File: src/rtl/smi_pkg.sv
package smi_pkg;
   localparam int REG_W = 16;

   // status bit positions; software decodes these
   localparam int B_ECC   = 10;
   localparam int B_BWEN  = 9;
   localparam int B_EXT   = 8;
   localparam int B_SWTMR = 7;
   localparam int B_MIN   = 6;
   localparam int B_GP    = 5;
   localparam int B_PM1   = 4;
   localparam int B_APM   = 3;
   localparam int B_USB   = 1;
   localparam int B_BIOS  = 0;

   localparam logic [REG_W-1:0] STICKY_MASK = 16'h07C9;

   // sleep state codes
   localparam logic [2:0] PS_S0 = 3'd0;
   localparam logic [2:0] PS_S1 = 3'd1;
   localparam logic [2:0] PS_S3 = 3'd3;
   localparam logic [2:0] PS_S4 = 3'd4;
   localparam logic [2:0] PS_S5 = 3'd5;
endpackage

File: src/rtl/smi_ecc_qual.sv
module smi_ecc_qual #(
   parameter int MIN_CYC = 2
) (
   input  logic clk,
   input  logic rst_n,
   input  logic line_i,
   input  logic serr_en_i,
   output logic evt_o
);
   localparam int CW = $clog2(MIN_CYC + 1);

   generate
      if (MIN_CYC < 2) begin : g_bad_min
         $error("smi_ecc_qual: MIN_CYC must be at least 2");
      end
   endgenerate

   logic [CW-1:0] run_q;
   logic          long_ok;

   always_ff @(posedge clk) begin
      if (!rst_n)                    run_q <= '0;
      else if (!line_i)              run_q <= '0;
      else if (run_q != CW'(MIN_CYC)) run_q <= run_q + 1'b1;
   end

   assign long_ok = (run_q >= CW'(MIN_CYC - 1));
   assign evt_o   = line_i & (serr_en_i ? long_ok : 1'b1);

   generate
      if (MIN_CYC == 2) begin : g_chk2
         p_ecc_width_r2: assert property (@(posedge clk) disable iff (!rst_n)
            (serr_en_i && evt_o) |-> $past(line_i))
            else $error("R2: ECC accepted without prior high cycle");
      end
   endgenerate
endmodule

File: src/rtl/smi_sticky_bit.sv
module smi_sticky_bit (
   input  logic clk,
   input  logic rst_n,
   input  logic set_i,
   input  logic clr_i,
   output logic q_o
);
   always_ff @(posedge clk) begin
      if (!rst_n) q_o <= 1'b0;
      else        q_o <= set_i | (q_o & ~clr_i);
   end

   p_set_wins_r5: assert property (@(posedge clk) disable iff (!rst_n)
      set_i |=> q_o) else $error("R5: set lost");
   p_w1c_r4: assert property (@(posedge clk) disable iff (!rst_n)
      (clr_i && !set_i) |=> !q_o) else $error("R4: clear ignored");
   p_hold_r4: assert property (@(posedge clk) disable iff (!rst_n)
      (q_o && !clr_i) |=> q_o) else $error("R4: bit dropped");
endmodule

File: src/rtl/smi_wake_route.sv
module smi_wake_route
   import smi_pkg::*;
#(
   parameter int CST_W   = 2,
   parameter int MAX_CST = 2
) (
   input  logic             sts_i,
   input  logic             en_i,
   input  logic [2:0]       pwr_i,
   input  logic [CST_W-1:0] cst_i,
   output logic             smi_o,
   output logic             wake_o
);
   generate
      if (MAX_CST >= (1 << CST_W)) begin : g_bad_cst
         $error("smi_wake_route: MAX_CST exceeds C-state width");
      end
   endgenerate

   always_comb begin
      smi_o  = 1'b0;
      wake_o = 1'b0;
      if (sts_i && en_i) begin
         case (pwr_i)
            PS_S0: smi_o = (cst_i <= CST_W'(MAX_CST));
            PS_S1: begin
               smi_o  = 1'b1;
               wake_o = 1'b1;
            end
            PS_S3, PS_S4, PS_S5: wake_o = 1'b1;
            default: ;
         endcase
      end
   end
endmodule

File: src/rtl/smi_status_hub.sv
module smi_status_hub
   import smi_pkg::*;
#(
   parameter int GP_W        = 8,
   parameter int PM1_W       = 16,
   parameter int USB_W       = 4,
   parameter int ECC_MIN_CYC = 2,
   parameter int CST_W       = 2,
   parameter int SMI_MAX_CST = 2
) (
   input  logic             clk,
   input  logic             rst_n,
   input  logic             ecc_int_i,
   input  logic             ecc_serr_en_i,
   input  logic             ecc_smi_en_i,
   input  logic             bios_wen_i,
   input  logic             ext_req_i,
   input  logic             ext_en_i,
   input  logic [2:0]       pwr_state_i,
   input  logic [CST_W-1:0] cstate_i,
   input  logic             swtmr_exp_i,
   input  logic             min_exp_i,
   input  logic             apm_wr_i,
   input  logic             apm_en_i,
   input  logic             rls_wr_i,
   input  logic             bios_en_i,
   input  logic [GP_W-1:0]  gp_sts_i,
   input  logic [PM1_W-1:0] pm1_sts_i,
   input  logic [USB_W-1:0] usb_sts_i,
   input  logic [USB_W-1:0] usb_en_i,
   input  logic             wr_en_i,
   input  logic [15:0]      wr_data_i,
   output logic [15:0]      rd_data_o,
   output logic             smi_o,
   output logic             wake_o
);
   generate
      if (GP_W < 1 || PM1_W < 1 || USB_W < 1) begin : g_bad_w
         $error("smi_status_hub: summary widths must be positive");
      end
   endgenerate

   logic             ecc_evt;
   logic [REG_W-1:0] set_vec, clr_vec, sts_q, smi_en_vec, live_vec;
   logic             ext_smi, ext_wake;
   logic             unused_bits;

   smi_ecc_qual #(.MIN_CYC(ECC_MIN_CYC)) u_ecc (
      .clk(clk), .rst_n(rst_n), .line_i(ecc_int_i),
      .serr_en_i(ecc_serr_en_i), .evt_o(ecc_evt));

   always_comb begin
      set_vec          = '0;
      set_vec[B_ECC]   = ecc_evt;
      set_vec[B_BWEN]  = bios_wen_i;
      set_vec[B_EXT]   = ext_req_i;
      set_vec[B_SWTMR] = swtmr_exp_i;
      set_vec[B_MIN]   = min_exp_i;
      set_vec[B_APM]   = apm_wr_i;
      set_vec[B_BIOS]  = rls_wr_i & bios_en_i;
   end

   assign clr_vec = wr_en_i ? wr_data_i : '0;

   genvar gi;
   generate
      for (gi = 0; gi < REG_W; gi++) begin : g_bit
         if (STICKY_MASK[gi]) begin : g_st
            smi_sticky_bit u_bit (
               .clk(clk), .rst_n(rst_n), .set_i(set_vec[gi]),
               .clr_i(clr_vec[gi]), .q_o(sts_q[gi]));
         end else begin : g_none
            assign sts_q[gi] = 1'b0;
         end
      end
   endgenerate

   assign unused_bits = ^(clr_vec & ~STICKY_MASK) ^ ^(set_vec & ~STICKY_MASK);

   always_comb begin
      live_vec        = '0;
      live_vec[B_GP]  = |gp_sts_i;
      live_vec[B_PM1] = |pm1_sts_i;
      live_vec[B_USB] = |(usb_sts_i & usb_en_i);
   end

   assign rd_data_o = sts_q | live_vec;

   always_comb begin
      smi_en_vec          = '0;
      smi_en_vec[B_ECC]   = ecc_smi_en_i;
      smi_en_vec[B_BWEN]  = 1'b1;
      smi_en_vec[B_SWTMR] = 1'b1;
      smi_en_vec[B_MIN]   = 1'b1;
      smi_en_vec[B_APM]   = apm_en_i;
      smi_en_vec[B_BIOS]  = 1'b1;
   end

   smi_wake_route #(.CST_W(CST_W), .MAX_CST(SMI_MAX_CST)) u_route (
      .sts_i(sts_q[B_EXT]), .en_i(ext_en_i), .pwr_i(pwr_state_i),
      .cst_i(cstate_i), .smi_o(ext_smi), .wake_o(ext_wake));

   assign smi_o  = (|(sts_q & smi_en_vec)) | ext_smi;
   assign wake_o = ext_wake;

   p_smi_src_r7: assert property (@(posedge clk) disable iff (!rst_n)
      smi_o |-> (|sts_q)) else $error("R7: SMI without status");
   p_wake_src_r8: assert property (@(posedge clk) disable iff (!rst_n)
      wake_o |-> (rd_data_o[B_EXT] && ext_en_i)) else $error("R8: stray wake");
   p_both_s1_r8: assert property (@(posedge clk) disable iff (!rst_n)
      (ext_wake && ext_smi) |-> (pwr_state_i == PS_S1))
      else $error("R8: SMI with wake outside S1");
   p_rst_clean_r1: assert property (@(posedge clk)
      !rst_n |=> (sts_q == '0)) else $error("R1: reset state");
endmodule

File: config.mk
export PLATFORM = sky130hd
export DESIGN_NAME = smi_status_hub
export DESIGN_NICKNAME = d
export VERILOG_FILES = /design/src/rtl/smi_pkg.sv /design/src/rtl/smi_ecc_qual.sv /design/src/rtl/smi_sticky_bit.sv /design/src/rtl/smi_wake_route.sv /design/src/rtl/smi_status_hub.sv
export SDC_FILE = /design/constraint.sdc
export NUM_CORES = 1
export LEC_CHECK = 0
export BUFFER_PORTS_ARGS = -buffer_cell sky130_fd_sc_hd__buf_2
export CORE_MARGIN = 1.5
export CORE_UTILIZATION = 33
export CTS_BUF_LIST = sky130_fd_sc_hd__clkbuf_8
export CTS_CLUSTER_SIZE = 20
export DETAILED_ROUTE_END_ITERATION = 7
export PLACE_DENSITY = 0.95
export SLEW_MARGIN = 25
export SYNTH_ARGS = -nofsm -noshare
export SYNTH_HDL_FRONTEND = slang
export SYNTH_SLANG_ARGS = --single-unit
File: constraint.sdc
create_clock -name clk -period 1.75 [get_ports clk]
set_input_delay 0.2625 -clock clk [delete_from_list [all_inputs] [get_ports clk]]
set_output_delay 0.2625 -clock clk [all_outputs]
set_load 0.01 [all_outputs]
==> results.py <==
metrics = {
    "timing": {
        "fin_tns_setup_ns": 0,
        "slew_viol_final": 0,
        "finalCritPeriodShare_pct": 84.8,
        "hold_violations": 0,
        "clock_skew_ns": 0.00416,
        "fin_hold_ws_ns": 0.237,
        "rsz0062_at_grt": "no",
        "timing.fmax_mhz": 674,
        "finalSetupViolCount": 0,
        "period_needed_ns": 1.48,
    },
    "yosys": {
        "synth_edf_count": 0,
        "synth-compound-area-share_pct": 25.5,
        "ys.flop_type": "dfxtp_1",
        "syn_area_sq_um": 593,
        "synthXorXnorAreaFrac_pct": 1.48,
        "synth_top_family_by_area": "compound AO/OA/AOI/OAI gates",
        "synth_seq_cells": 9,
        "syn_inst": 69,
        "yosysUniqueCellTypes": 21,
        "yosys_warnings": 0,
        "muxShareOfSynthArea_pct": 1.69,
        "avgSynthCellArea_sq_um": 8.60,
        "synth-adder-area-share_pct": 4.22,
        "synth-simple-area-share_pct": 17.5,
        "yosysSeqAreaShare_pct": 30.4,
        "ys_async_sr_fraction_pct": 0,
    },
    "routing": {
        "finalWirelength_um": 1730,
        "ant_nets": 0,
        "drtIter0Drc": 7,
        "wl_per_cell_um": 10.8,
        "vias": 716,
        "drt-pass1-iter-count": 4,
        "vias_per_cell": 4.50,
        "drc": 0,
    },
    "critical_path": {
        "path_class": "reg2out",
        "cp-end-kind": "output port",
        "crit_end": "smi_o",
        "r2r_slack_ns": 0.75,
        "start_kind": "flip-flop",
        "reg2regPathDepth": 4,
        "crit_start": "g_bit[6].g_st.u_bit.q_o$_SDFF_PN0_",
        "arrival_ns": 1.22,
        "required_ns": 1.49,
        "timing.rr.end": "g_bit[10].g_st.u_bit.q_o$_SDFF_PN0_",
        "reg2reg_from": "u_ecc.run_q[0]$_SDFFE_PN0P_",
        "cp_max_fo": 3,
    },
    "cells_and_area": {
        "layout.nets": 205,
        "fillerInstances": 172,
        "drive_above_1_share_pct": 56.0,
        "layout_commonest_cell": "buf_2",
        "final_cells": 159,
        "diodes": 0,
        "layout_common_cells": "70 x buf_2, 9 x dfxtp_1, 8 x a21boi_0, 7 x nor4_1",
        "fin_util_pct": 54.9,
        "syn2layout_area_growth_pct": 58.0,
    },
    "cts": {
        "cts_buffer_depth": 2,
        "clk_pin_slew_ns": 0.05,
        "ctsResizeCount": 0,
        "cts-buffers-inserted": 3,
        "postCtsSetupBuffers": 0,
        "cts-root-buf": "clkbuf_8",
        "worst_skew_pair.late_latency_ns": 0.23,
        "ctsHoldBuffers": 0,
        "cts_tree": "yes",
        "clock-sinks": 9,
        "htree_levels": 1,
    },
    "placement": {
        "dpl.hpwl_um": 1560,
        "dp_cells": 155,
        "numPortBuffers": 70,
        "place.gp.congestion": 0.642,
    },
    "power": {
        "power.share.clock_pct": 39.1,
        "p_int_w": 0.000457,
        "p_sw_w": 0.000153,
        "power_w": 0.000610,
        "leakage_nw": 0.497,
        "pwr-share-seq_pct": 37.6,
        "ir_drop_mv": 0.440,
        "combPwrFrac_pct": 23.3,
        "switching_share_pct": 25.1,
        "power.density_nw_per_um2": 651,
    },
    "worst_hold_path": {
        "hold_path_depth": 2,
        "hold_class": "in2reg",
    },
    "floorplanning": {
        "placement_rows": 15,
        "ios": 86,
        "dieArea_sq_um": 2060,
        "fp.dieW_um": 45.4,
        "die_h_um": 45.4,
        "core_sq_um": 1710,
        "start_util_pct": 34.7,
    },
    "grt": {
        "grt_pass1_wl_um": 2190,
        "grt_usage_pct": 15.0,
        "grt_pass1_vias": 606,
        "grt_start_max_net_pins": 9,
        "antenna_found_initial": 0,
        "overflow": 0,
    },
    "flow_run": {
        "cap_violations": 0,
    },
    "status": {
        "status": "complete, no violations",
    },
}
worst max-delay path: stages (launching register included):
cell,delay (ns)
dfxtp_1,0.32
nor4_1,0.36
o311ai_1,0.15
buf_2,0.16
cell usage after synthesis (all sizes together) (2+ instances only):
master,instances,area share (%)
a21boi,8,10
a22oi,3,3.8
buf,13,16
dfxtp,9,30
ha,2,4.2
inv,2,1.3
nand2,5,3.2
nand2b,2,2.1
nor2,2,1.3
nor4,7,7.4
o21a,6,7.6
final cells by class:
type | count | area (sq um) | area share (%)
Clock inverter | 1 | 5.00 | 0.534
Inverter | 2 | 7.51 | 0.801
Multi-Input combinational cell | 49 | 322 | 34.3
Tap cell | 25 | 31.3 | 3.34
Timing Repair Buffer | 70 | 350 | 37.4
Clock buffer | 3 | 41.3 | 4.41
Sequential cell | 9 | 180 | 19.2
routing by layer:
| metal | global-route usage, % | share of wire, % | vias to the layer above |
|---|---|---|---|
| li1 | - | - | 358 |
| met1 | 12.4 | 34 | 316 |
| met2 | 31.3 | 55 | 42 |
| met3 | 5.16 | 11 | 0 |
| met4 | 5.29 | 0 | 0 |
| met5 | 0 | 0 | - |
per-stage QoR:
stage | setup slack [ns] | cell area [sq um]
floorplan | 0.614 | 612
global placement | 0.479 | 891
detailed placement | 0.492 | 891
CTS | 0.250 | 937
global route | 0.200 | 937
finish | 0.267 | 937
flip-flops by register name (all words and copies together), names as in the netlist:
| register | flops |
|---|---|
| g_bit.g_st.u_bit.q_o | 7 |
| u_ecc.run_q | 2 |
cells by family (layout without fill, tap and decap cells):
logic type | Yosys count | after routing
AOI/OAI and AO/OA | 20 | 20
adders and majority gates | 2 | 2
xor gates and xnor gates | 1 | 1
buffers and inverters | 16 | 76
other | 1 | 6
muxes | 1 | 1
DFF | 9 | 9
and+or+nand+nor | 19 | 19
power by group through the flow:
stage                     Combinational (W)  Sequential [W]  Clock (W)
after floorplan                   0.0000820        0.000231          0
after global placement             0.000138        0.000232          0
after detailed placement           0.000144        0.000233          0
after CTS                          0.000144        0.000230   0.000244
after global routing               0.000158        0.000231   0.000262
final                              0.000142        0.000230   0.000238
worst min-delay path by stage:
stage,from,end,slack (ns)
after global routing,ext_req_i,g_bit[8].g_st.u_bit.q_o$_SDFF_PN0_,0.24
after global placement,swtmr_exp_i,g_bit[7].g_st.u_bit.q_o$_SDFF_PN0_,0.47
after CTS,bios_wen_i,g_bit[9].g_st.u_bit.q_o$_SDFF_PN0_,0.24
final,bios_wen_i,g_bit[9].g_st.u_bit.q_o$_SDFF_PN0_,0.24
after floorplan,apm_wr_i,g_bit[3].g_st.u_bit.q_o$_SDFF_PN0_,0.39
after detailed placement,bios_wen_i,g_bit[9].g_st.u_bit.q_o$_SDFF_PN0_,0.48
(Power assumes the default switching activity.)
